--- src/rtl/mdio_pkg.sv ---
package mdio_pkg;
  localparam int WORD_W    = 32;
  localparam int DATA_W    = 16;
  localparam int ADDR_W    = 5;
  localparam int REG_LSB   = 16;
  localparam int PHY_LSB   = 21;
  localparam int RD_BIT    = 27;
  localparam int EN_BIT    = 30;
  localparam int BUSY_BIT  = 31;
  localparam int FRAME_W   = 64;
  localparam int IDX_W     = $clog2(FRAME_W);
  localparam int TA_IDX    = 46;
  localparam int DATA_IDX  = 48;

  function automatic logic [FRAME_W-1:0] build_frame(
    input logic              rd,
    input logic [ADDR_W-1:0] phy,
    input logic [ADDR_W-1:0] rega,
    input logic [DATA_W-1:0] wd
  );
    return {32'hFFFF_FFFF, 2'b01, (rd ? 2'b10 : 2'b01), phy, rega, 2'b10,
            (rd ? 16'hFFFF : wd)};
  endfunction
endpackage

--- src/rtl/mdio_clk_div.sv ---
module mdio_clk_div #(
  parameter int DIV_HALF = 4
) (
  input  logic clk_i,
  input  logic rst_ni,
  input  logic run_i,
  output logic mdc_o,
  output logic rise_o,
  output logic fall_o
);
  localparam int H  = (DIV_HALF < 2) ? 2 : DIV_HALF;
  localparam int CW = $clog2(H);

  logic [CW-1:0] cnt_q;
  logic          mdc_q;
  logic          tick;

  assign tick   = run_i && (cnt_q == CW'(H - 1));
  assign rise_o = tick && !mdc_q;
  assign fall_o = tick && mdc_q;
  assign mdc_o  = mdc_q;

  always_ff @(posedge clk_i or negedge rst_ni) begin
    if (!rst_ni) begin
      cnt_q <= '0;
      mdc_q <= 1'b0;
    end else if (!run_i) begin
      cnt_q <= '0;
      mdc_q <= 1'b0;
    end else if (tick) begin
      cnt_q <= '0;
      mdc_q <= ~mdc_q;
    end else begin
      cnt_q <= cnt_q + 1'b1;
    end
  end

  AST_MDC_LOW_WHEN_STOPPED: assert property (@(posedge clk_i) disable iff (!rst_ni)
    !run_i |=> !mdc_o);
endmodule

--- src/rtl/mdio_frame_seq.sv ---
module mdio_frame_seq
  import mdio_pkg::*;
(
  input  logic              clk_i,
  input  logic              rst_ni,
  input  logic              start_i,
  input  logic              rd_i,
  input  logic [ADDR_W-1:0] phy_i,
  input  logic [ADDR_W-1:0] reg_i,
  input  logic [DATA_W-1:0] wdata_i,
  input  logic              rise_i,
  input  logic              fall_i,
  input  logic              mdio_i,
  output logic              active_o,
  output logic              mdio_o,
  output logic              mdio_oe_o,
  output logic              done_o,
  output logic [DATA_W-1:0] rdata_o
);
  logic [FRAME_W-1:0] sh_q;
  logic [IDX_W-1:0]   idx_q;
  logic               last_q, rd_q, oe_q, act_q;
  logic [DATA_W-1:0]  rx_q;
  logic [IDX_W:0]     idx_nx;

  assign idx_nx    = {1'b0, idx_q} + 1'b1;
  assign done_o    = act_q && fall_i && last_q;
  assign active_o  = act_q;
  assign mdio_o    = sh_q[FRAME_W-1];
  assign mdio_oe_o = oe_q;
  assign rdata_o   = rx_q;

  always_ff @(posedge clk_i or negedge rst_ni) begin
    if (!rst_ni) begin
      sh_q   <= '0;
      idx_q  <= '0;
      last_q <= 1'b0;
      rd_q   <= 1'b0;
      oe_q   <= 1'b0;
      act_q  <= 1'b0;
      rx_q   <= '0;
    end else if (start_i) begin
      sh_q   <= build_frame(rd_i, phy_i, reg_i, wdata_i);
      idx_q  <= '0;
      last_q <= 1'b0;
      rd_q   <= rd_i;
      oe_q   <= 1'b1;
      act_q  <= 1'b1;
      rx_q   <= '0;
    end else if (act_q) begin
      if (rise_i) begin
        if (rd_q && (int'(idx_q) >= DATA_IDX)) rx_q <= {rx_q[DATA_W-2:0], mdio_i};
        if (idx_q == IDX_W'(FRAME_W - 1)) last_q <= 1'b1;
      end
      if (fall_i) begin
        if (last_q) begin
          act_q  <= 1'b0;
          oe_q   <= 1'b0;
          last_q <= 1'b0;
        end else begin
          idx_q <= idx_nx[IDX_W-1:0];
          sh_q  <= {sh_q[FRAME_W-2:0], 1'b0};
          oe_q  <= !(rd_q && (int'(idx_nx) >= TA_IDX));
        end
      end
    end
  end

  AST_TA_RELEASE: assert property (@(posedge clk_i) disable iff (!rst_ni)
    act_q && rd_q && (int'(idx_q) >= TA_IDX) |-> !mdio_oe_o);
  AST_WRITE_DRIVEN: assert property (@(posedge clk_i) disable iff (!rst_ni)
    act_q && !rd_q |-> mdio_oe_o);
  AST_NO_SAMPLE_AND_SHIFT: assert property (@(posedge clk_i) disable iff (!rst_ni)
    !(rise_i && fall_i));
endmodule

--- src/rtl/mdio_master.sv ---
module mdio_master
  import mdio_pkg::*;
#(
  parameter int DIV_HALF = 4,
  parameter int NUM_PHYS = 5
) (
  input  logic        clk_i,
  input  logic        rst_ni,
  input  logic        ctrl_we_i,
  input  logic [31:0] ctrl_wdata_i,
  output logic [31:0] ctrl_rdata_o,
  output logic        mdc_o,
  input  logic        mdio_i,
  output logic        mdio_o,
  output logic        mdio_oe_o
);
  logic [WORD_W-1:0] ctrl_q;
  logic              busy, accept, req, phy_ok, go, done, active, rise, fall;
  logic [ADDR_W-1:0] wd_phy, wd_reg;
  logic [DATA_W-1:0] rx;

  assign busy   = ctrl_q[BUSY_BIT];
  assign wd_phy = ctrl_wdata_i[PHY_LSB +: ADDR_W];
  assign wd_reg = ctrl_wdata_i[REG_LSB +: ADDR_W];
  assign phy_ok = 32'(wd_phy) < NUM_PHYS;
  assign accept = ctrl_we_i && !busy;
  assign req    = ctrl_wdata_i[BUSY_BIT] && ctrl_wdata_i[EN_BIT];
  assign go     = accept && req && phy_ok;
  assign ctrl_rdata_o = ctrl_q;

  always_ff @(posedge clk_i or negedge rst_ni) begin
    if (!rst_ni) begin
      ctrl_q <= '0;
    end else if (accept) begin
      if (go)
        ctrl_q <= ctrl_wdata_i;
      else if (req && ctrl_wdata_i[RD_BIT])
        ctrl_q <= {1'b0, ctrl_wdata_i[WORD_W-2:DATA_W], 16'hFFFF};
      else
        ctrl_q <= {1'b0, ctrl_wdata_i[WORD_W-2:0]};
    end else if (done) begin
      ctrl_q[BUSY_BIT] <= 1'b0;
      if (ctrl_q[RD_BIT]) ctrl_q[DATA_W-1:0] <= rx;
    end
  end

  mdio_clk_div #(.DIV_HALF(DIV_HALF)) i_div (
    .clk_i  (clk_i),
    .rst_ni (rst_ni),
    .run_i  (active),
    .mdc_o  (mdc_o),
    .rise_o (rise),
    .fall_o (fall)
  );

  mdio_frame_seq i_seq (
    .clk_i     (clk_i),
    .rst_ni    (rst_ni),
    .start_i   (go),
    .rd_i      (ctrl_wdata_i[RD_BIT]),
    .phy_i     (wd_phy),
    .reg_i     (wd_reg),
    .wdata_i   (ctrl_wdata_i[DATA_W-1:0]),
    .rise_i    (rise),
    .fall_i    (fall),
    .mdio_i    (mdio_i),
    .active_o  (active),
    .mdio_o    (mdio_o),
    .mdio_oe_o (mdio_oe_o),
    .done_o    (done),
    .rdata_o   (rx)
  );

  AST_IDLE_QUIET: assert property (@(posedge clk_i) disable iff (!rst_ni)
    !busy |-> !mdc_o && !mdio_oe_o);
  AST_BUSY_MEANS_ACTIVE: assert property (@(posedge clk_i) disable iff (!rst_ni)
    busy |-> active);
  AST_DONE_CLEARS_BUSY: assert property (@(posedge clk_i) disable iff (!rst_ni)
    done |=> !busy);
  AST_MDIO_STABLE_AT_RISE: assert property (@(posedge clk_i) disable iff (!rst_ni)
    $rose(mdc_o) |-> $stable(mdio_o) && $stable(mdio_oe_o));
  AST_BUSY_WRITE_IGNORED: assert property (@(posedge clk_i) disable iff (!rst_ni)
    busy && ctrl_we_i |=> $stable(ctrl_q[WORD_W-2:DATA_W]));
  AST_BAD_PHY_NO_START: assert property (@(posedge clk_i) disable iff (!rst_ni)
    accept && req && !phy_ok |=> !busy && !mdc_o);
  AST_DISABLED_NO_START: assert property (@(posedge clk_i) disable iff (!rst_ni)
    accept && ctrl_wdata_i[BUSY_BIT] && !ctrl_wdata_i[EN_BIT] |=> !busy);
endmodule

--- config.mk ---
export PLATFORM = sky130hd
export DESIGN_NAME = mdio_master
export DESIGN_NICKNAME = d
export VERILOG_FILES = /design/src/rtl/mdio_pkg.sv /design/src/rtl/mdio_clk_div.sv /design/src/rtl/mdio_frame_seq.sv /design/src/rtl/mdio_master.sv
export SDC_FILE = /design/constraint.sdc
export NUM_CORES = 1
export LEC_CHECK = 0
export ABC_CLOCK_PERIOD_IN_PS = 2200
export BUFFER_PORTS_ARGS = -buffer_cell sky130_fd_sc_hd__buf_2
export CORE_UTILIZATION = 50
export DETAILED_ROUTE_END_ITERATION = 12
export PLACE_DENSITY = 0.72
export SLEW_MARGIN = 20
export SYNTH_ARGS = -nofsm -noshare
export SYNTH_HDL_FRONTEND = slang
export SYNTH_SLANG_ARGS = --single-unit
--- constraint.sdc ---
create_clock -name clk_i -period 2.2 [get_ports clk_i]
set_input_delay 0.11 -clock clk_i [delete_from_list [all_inputs] [get_ports clk_i]]
set_output_delay 0.11 -clock clk_i [all_outputs]
set_load 0.02 [all_outputs]
==> flow_summary_export.csv, run 1 <==
group,metric,value,unit
outcome,outcome,"finished clean",
synthesis,synth_cell_types,39,
clock_network,cts_tree,"done",
setup_path,end_kind,"flip-flop",
detailed_routing,dr.pass1.iters,4,
detailed_routing,num_vias,4173,
clock_network,clk_pin_slew,60,ps
clock_network,insertion_delay,530,ps
sta,setup_viol,0,
pwr,power.density,1080,nW/µm²
synthesis,seq_area_frac_synth,57.8,%
detailed_routing,wl,11.9,mm
detailed_routing,via_per_inst,5.42,
sta,relSlewSlack,56.8,%
floorplan,io-pin-count,71,
pwr,total_leakage_power,3.13,nW
worst_hold_path,hold_path_class,"primary input to flip-flop",
clock_network,cts_setup_buffers,0,
placement,io_buffers,70,
setup_path,reg2reg_slack,250,ps
sta,holdWs,81.5,ps
placement,gp_congestion,0.757,
floorplan,die_x,106,µm
synthesis,syn_avg_cell_area,10.3,µm²
sta,maxSlewViolCount,0,
synthesis,synth_nets,563,
detailed_routing,first_iter_violations,296,
global_routing,grt_usage,23.5,%
synthesis,synth_seq_cells,125,
floorplan,coreArea,10400,µm²
sta,fmax,514,MHz
placement,detailed_place_hpwl,7.24,mm
placement,dp_cells,706,
global_routing,overflow,0,
finish,antennaDiodeCount,0,
clock_network,cts_buffers,17,
placement,pre_cts_ws,394,ps
setup_path,critPathKind,"flip-flop to flip-flop",
detailed_routing,drc,0,
sta,min_period,1950,ps
flow_run,drv_cap,0,
clock_network,clkSinkCount,125,
sta,rsz0062_at_grt,"false",
floorplan,die_h,106,µm
global_routing,grt_pass1_vias,4292,
detailed_routing,ant_nets,0,
finish,drive_gt1_share,21.8,%
clock_network,h-tree-depth,4,
setup_path,critPathRequiredTime,2600,ps
synthesis,yosys_warnings,0,
sta,finClkSkew,12.0,ps
finish,layoutNonFillerInstCount,770,
clock_network,clockBufferDepth,2,
setup_path,cp_data_arrival_time,2340,ps
synthesis,synthCells,524,
setup_path,critPathMaxFanout,31,
sta,fin_ws,255,ps
detailed_routing,wl_per_cell,15.5,µm
setup_path,worstSetupStartpointType,"flip-flop",
sta,fin_tns_setup,0,ps
floorplan,rows,37,
sta,tightestPinTransition,648,ps
global_routing,grt_pass1_wl,20.5,mm
global_routing,grt_max_degree,51,
global_routing,antenna_found_initial,0,
floorplan,die-area,11200,µm²
sta,finalCritPeriodShare,88.4,%
clock_network,post_cts_resized,0,
clock_network,cts-root-buf,"clkbuf_8",
pwr,ir_worst_vdd,0.529,mV
synthesis,syn_area,5410,µm²
sta,finalHoldViolCount,0,
finish,area_growth,25.3,%
finish,nets,660,
floorplan,start_util,52.0,%
## flip-flops by register name, indices dropped and copies added (netlist names)
| signal | count |
|---|---|
| i_div.cnt_q | 2 |
| i_seq.rdata_o | 16 |
| i_seq.active_o | 1 |
| ctrl_rdata_o | 32 |
| i_seq.idx_q | 6 |
| i_div.mdc_o | 1 |
| i_seq.last_q | 1 |
| i_seq.sh_q | 64 |
| i_seq.mdio_oe_o | 1 |
| i_seq.rd_q | 1 |
## critical path: stages (launching register included)
cell     delay [ps]
dfrtp_1         400
and4b_1         290
nand3_2         410
buf_12          340
nor3_1          270
a31oi_1          90
## metrics by stage
stage | util [%] | power [mW] | instance area [µm²]
floorplan | - | 4.13 | 5410
CTS | 65.1 | 7.37 | 6780
global placement | 56.6 | 4.53 | 5890
global route | 65.1 | 7.71 | 6780
finish | 65.1 | 7.32 | 6780
detailed placement | 56.6 | 4.62 | 5890
## final cells by class
cell class / count / area (µm²)
multi-input cells: 359 / 2080
inverters: 2 / 7.51
repair buffers: 116 / 828
well taps: 136 / 170
clock inverters: 14 / 145
clock buffers: 18 / 428
flip-flops and latches: 125 / 3130
fillers: 785 / 3630
## cell families (layout without fill, tap and decap cells)
family	after synthesis	count (layout)	synth area share [%]
flip-flops	125	125	57.8
AND/OR/NAND/NOR	241	241	19.5
XOR/XNOR	6	6	0.971
AO/OA/AOI/OAI	60	60	7.65
adder cells (fa/ha/maj)	3	3	0.693
multiplexers	49	49	9.41
buffers and inverters	40	150	3.98
## cell usage in the layout (no fill, tap or decap), types with 2 or more instances in the layout
cell and count:
nand3_1 40, buf_4 11, mux2i_1 34, a2bb2oi_1 16, clkbuf_16 16, clkinv_4 3
dlygate4sd3_1 32, a21oi_1 9, buf_12 4, nand2b_1 2, a31oi_1 24, and2_1 3
xor2_1 3, clkinv_2 4, a211oi_1 2, nand2_1 132, nor2_1 34, bufinv_16 2
inv_1 2, dfrtp_1 125, clkinvlp_4 4, o21ai_0 4, clkbuf_8 2, nor3_1 17
xnor2_1 3, ha_1 3, mux2_2 15, buf_2 69
## synthesized netlist by cell type (all sizes together)
cell type,instances,area [µm²]
nand2,132,495
dfrtp,125,3130
nand3,42,223
mux2i,34,340
nor2,34,128
buf,28,170
a31oi,24,150
nor3,17,85.1
a2bb2oi,16,140
mux2,15,169
clkbuf,10,37.5
a21oi,9,45.0
and2,4,26.3
o21ai,4,20.0
ha,3,37.5
xnor2,3,26.3
xor2,3,26.3
a211oi,2,15.0
and3,2,13.8
and4b,2,20.0
inv,2,7.51
nand2b,2,12.5
nand4,2,18.8
nor3b,2,20.0
a2111oi,1,8.76
a21boi,1,7.51
a41o,1,10.0
a41oi,1,8.76
nand4b,1,8.76
o41ai,1,8.76
or3,1,6.26
## power by group
part / internal [mW] / total, mW / switching, mW
sequential: 2.85 / 3.25 / 0.395
clock: 1.64 / 2.67 / 1.03
combinational: 0.627 / 1.40 / 0.771
## path summary, 6_finish.rpt
check | start | end | cells after the start
min in group asynchronous | rst_ni | ctrl_rdata_o[1] | 2
worst min register to register | i_div.cnt_q[0] | i_div.cnt_q[0] | 1
worst max-delay path | ctrl_rdata_o[31] | i_seq.sh_q[9] | 5
worst max register to register | ctrl_rdata_o[31] | i_seq.sh_q[9] | 5
worst min-delay path | ctrl_wdata_i[27] | i_seq.rd_q | 3
max in group asynchronous | rst_ni | i_div.mdc_o | 3
## metal layers
layer  wire (µm)  track usage [%]  share of wire, %  up-vias
met5           0                0                 0        -
met2        6070             39.0                51       83
li1            -                -                 -     1988
met4         214             7.94               1.8        0
met1        5240             30.0                44     2084
met3         393             6.38               3.3       18
## repair_timing
item | 4_1_cts | 5_1_grt
setup endpoints to repair | 0 | 0
endpoints found under the hold margin | 102 | 0
hold buffers | 32 | 0
No activity file was read; power rests on OpenSTA's default activity.
==> inputs of run 2 (changes only) <==
- ABC_CLOCK_PERIOD_IN_PS: 2200 -> 2400
- GPL_ROUTABILITY_DRIVEN: default -> 0
- clock period: 2.2 -> 2.4 ns (I/O delays scaled with it)
==> flow_summary_export.csv, run 2 (same netlist as run 1, synthesis figures left out) <==
group,metric,value,unit
global_routing,grt_max_degree,126,
worst_hold_path,hp-start,"ctrl_wdata_i[27]",
pwr,power.density,1000,nW/µm²
clock_network,cts_buffers,17,
sta,maxSlewViolCount,0,
finish,area_growth,24.5,%
pwr,total_leakage_power,3.12,nW
outcome,outcome,"finished clean",
clock_network,cts_setup_buffers,0,
setup_path,worstReg2RegStart,"i_div.cnt_q[0]",
sta,relSlewSlack,55.8,%
global_routing,overflow,0,
sta,finalHoldViolCount,0,
clock_network,clockBufferDepth,2,
setup_path,worstSetupStartpointType,"flip-flop",
finish,drive_gt1_share,21.1,%
detailed_routing,first_iter_violations,314,
clock_network,clk_pin_slew,60,ps
placement,detailed_place_hpwl,6.76,mm
detailed_routing,wl,11.5,mm
sta,setup_viol,0,
setup_path,reg2reg_slack,580,ps
finish,top_register,"i_seq.sh_q",
detailed_routing,ant_nets,0,
flow_run,drv_cap,0,
worst_hold_path,whs_path_depth,3,
floorplan,die_x,106,µm
sta,fmax,548,MHz
global_routing,grt_pass1_vias,4078,
setup_path,critPathRequiredTime,2820,ps
detailed_routing,dr.pass1.iters,4,
sta,tightestPinTransition,663,ps
setup_path,critPathMaxFanout,24,
floorplan,start_util,52.0,%
clock_network,clkSinkCount,125,
sta,min_period,1820,ps
global_routing,grt_usage,22.2,%
placement,io_buffers,70,
floorplan,coreArea,10400,µm²
finish,layoutNonFillerInstCount,766,
worst_hold_path,hold_path_end,"i_seq.rd_q",
setup_path,critPathMaxStageDelay,490,ps
sta,fin_tns_setup,0,ps
finish,final_common_cell,"nand2_1",
global_routing,grt_pass1_wl,19.5,mm
clock_network,insertion_delay,510,ps
sta,finalCritPeriodShare,76.0,%
setup_path,critPathKind,"flip-flop to flip-flop",
clock_network,post_cts_resized,0,
floorplan,rows,37,
placement,dp_cells,703,
setup_path,cp_slowest_cell,"and4b_2",
setup_path,end_kind,"flip-flop",
floorplan,die-area,11200,µm²
detailed_routing,wl_per_cell,15.0,µm
setup_path,r2r_cells,5,
finish,layout_common_cells,"nand2_1 (132), dfrtp_1 (125), buf_2 (69)",
global_routing,antenna_found_initial,0,
setup_path,r2r_end,"i_seq.sh_q[23]",
setup_path,crit_buf_inv,1,
pwr,ir_worst_vdd,0.655,mV
pwr,power,6.74,mW
setup_path,path_cells,"ha_1 > and4b_2 > buf_4 > nand2_1 > a31oi_1",
clock_network,cts_tree,"done",
finish,nets,657,
detailed_routing,drc,0,
detailed_routing,num_vias,4101,
sta,rsz0062_at_grt,"false",
setup_path,cp_data_arrival_time,2250,ps
floorplan,die_h,106,µm
finish,largest_reg_flops,64,
clock_network,h-tree-depth,4,
worst_hold_path,hold_path_class,"primary input to flip-flop",
floorplan,io-pin-count,71,
sta,finClkSkew,5.85,ps
clock_network,cts-root-buf,"clkbuf_8",
finish,antennaDiodeCount,0,
setup_path,critPathTopFamily,"simple AND/OR/NAND/NOR gates",
detailed_routing,via_per_inst,5.35,
[run 2: where the power goes]
group          total, mW  switching, mW  internal, mW
sequential          2.97          0.357          2.62
clock               2.51          0.913          1.59
combinational       1.26          0.694         0.569
[run 2: layout make-up]
class | instances | area [µm²]
tap | 136 | 170
clock buffer | 19 | 432
fill | 800 | 3670
timing repair buffer | 113 | 781
inverter | 2 | 7.51
clock inverter | 12 | 146
multi-input combinational | 359 | 2080
sequential | 125 | 3130
[run 2: stage by stage]
step	utilization, %	hold slack (ps)	cell area (µm²)	worst slack, ps
final	64.7	85.6	6740	575
after global routing	64.7	102	6740	424
after CTS	64.7	68.3	6740	575
after detailed placement	56.1	279	5840	604
after global placement	56.1	275	5840	654
after floorplan	-	-176	5410	803
[run 2: per-layer routing]
layer	track usage (%)	wire length [µm]	vias up
met4	6.55	107	0
met1	28.9	5250	2028
li1	-	-	1985
met2	36.3	5800	75
met3	6.07	317	13
met5	0	0	-
[run 2: worst max path at each step]
stage	start	slack, ps	end	cells after the start
final	i_div.cnt_q[0]	580	i_seq.sh_q[23]	5
after global placement	i_div.cnt_q[0]	650	i_seq.sh_q[29]	5
after CTS	i_div.cnt_q[0]	570	i_seq.sh_q[23]	5
after global routing	i_div.cnt_q[0]	420	i_seq.sh_q[28]	5
after floorplan	i_div.cnt_q[0]	800	i_seq.sh_q[36]	8
after detailed placement	i_div.cnt_q[0]	600	i_seq.sh_q[23]	5
[run 2: what timing repair did]
item / in CTS / in global routing
endpoints found under the setup margin: 0 / 0
endpoints found under the hold margin: 180 / 0
hold buffers: 32 / 0
[run 2: worst reg2reg max path, cell delays in order, from the launching register on]
cell and delay [ps]:
dfrtp_1 340, ha_1 320, and4b_2 490, buf_4 330
nand2_1 80, a31oi_1 180
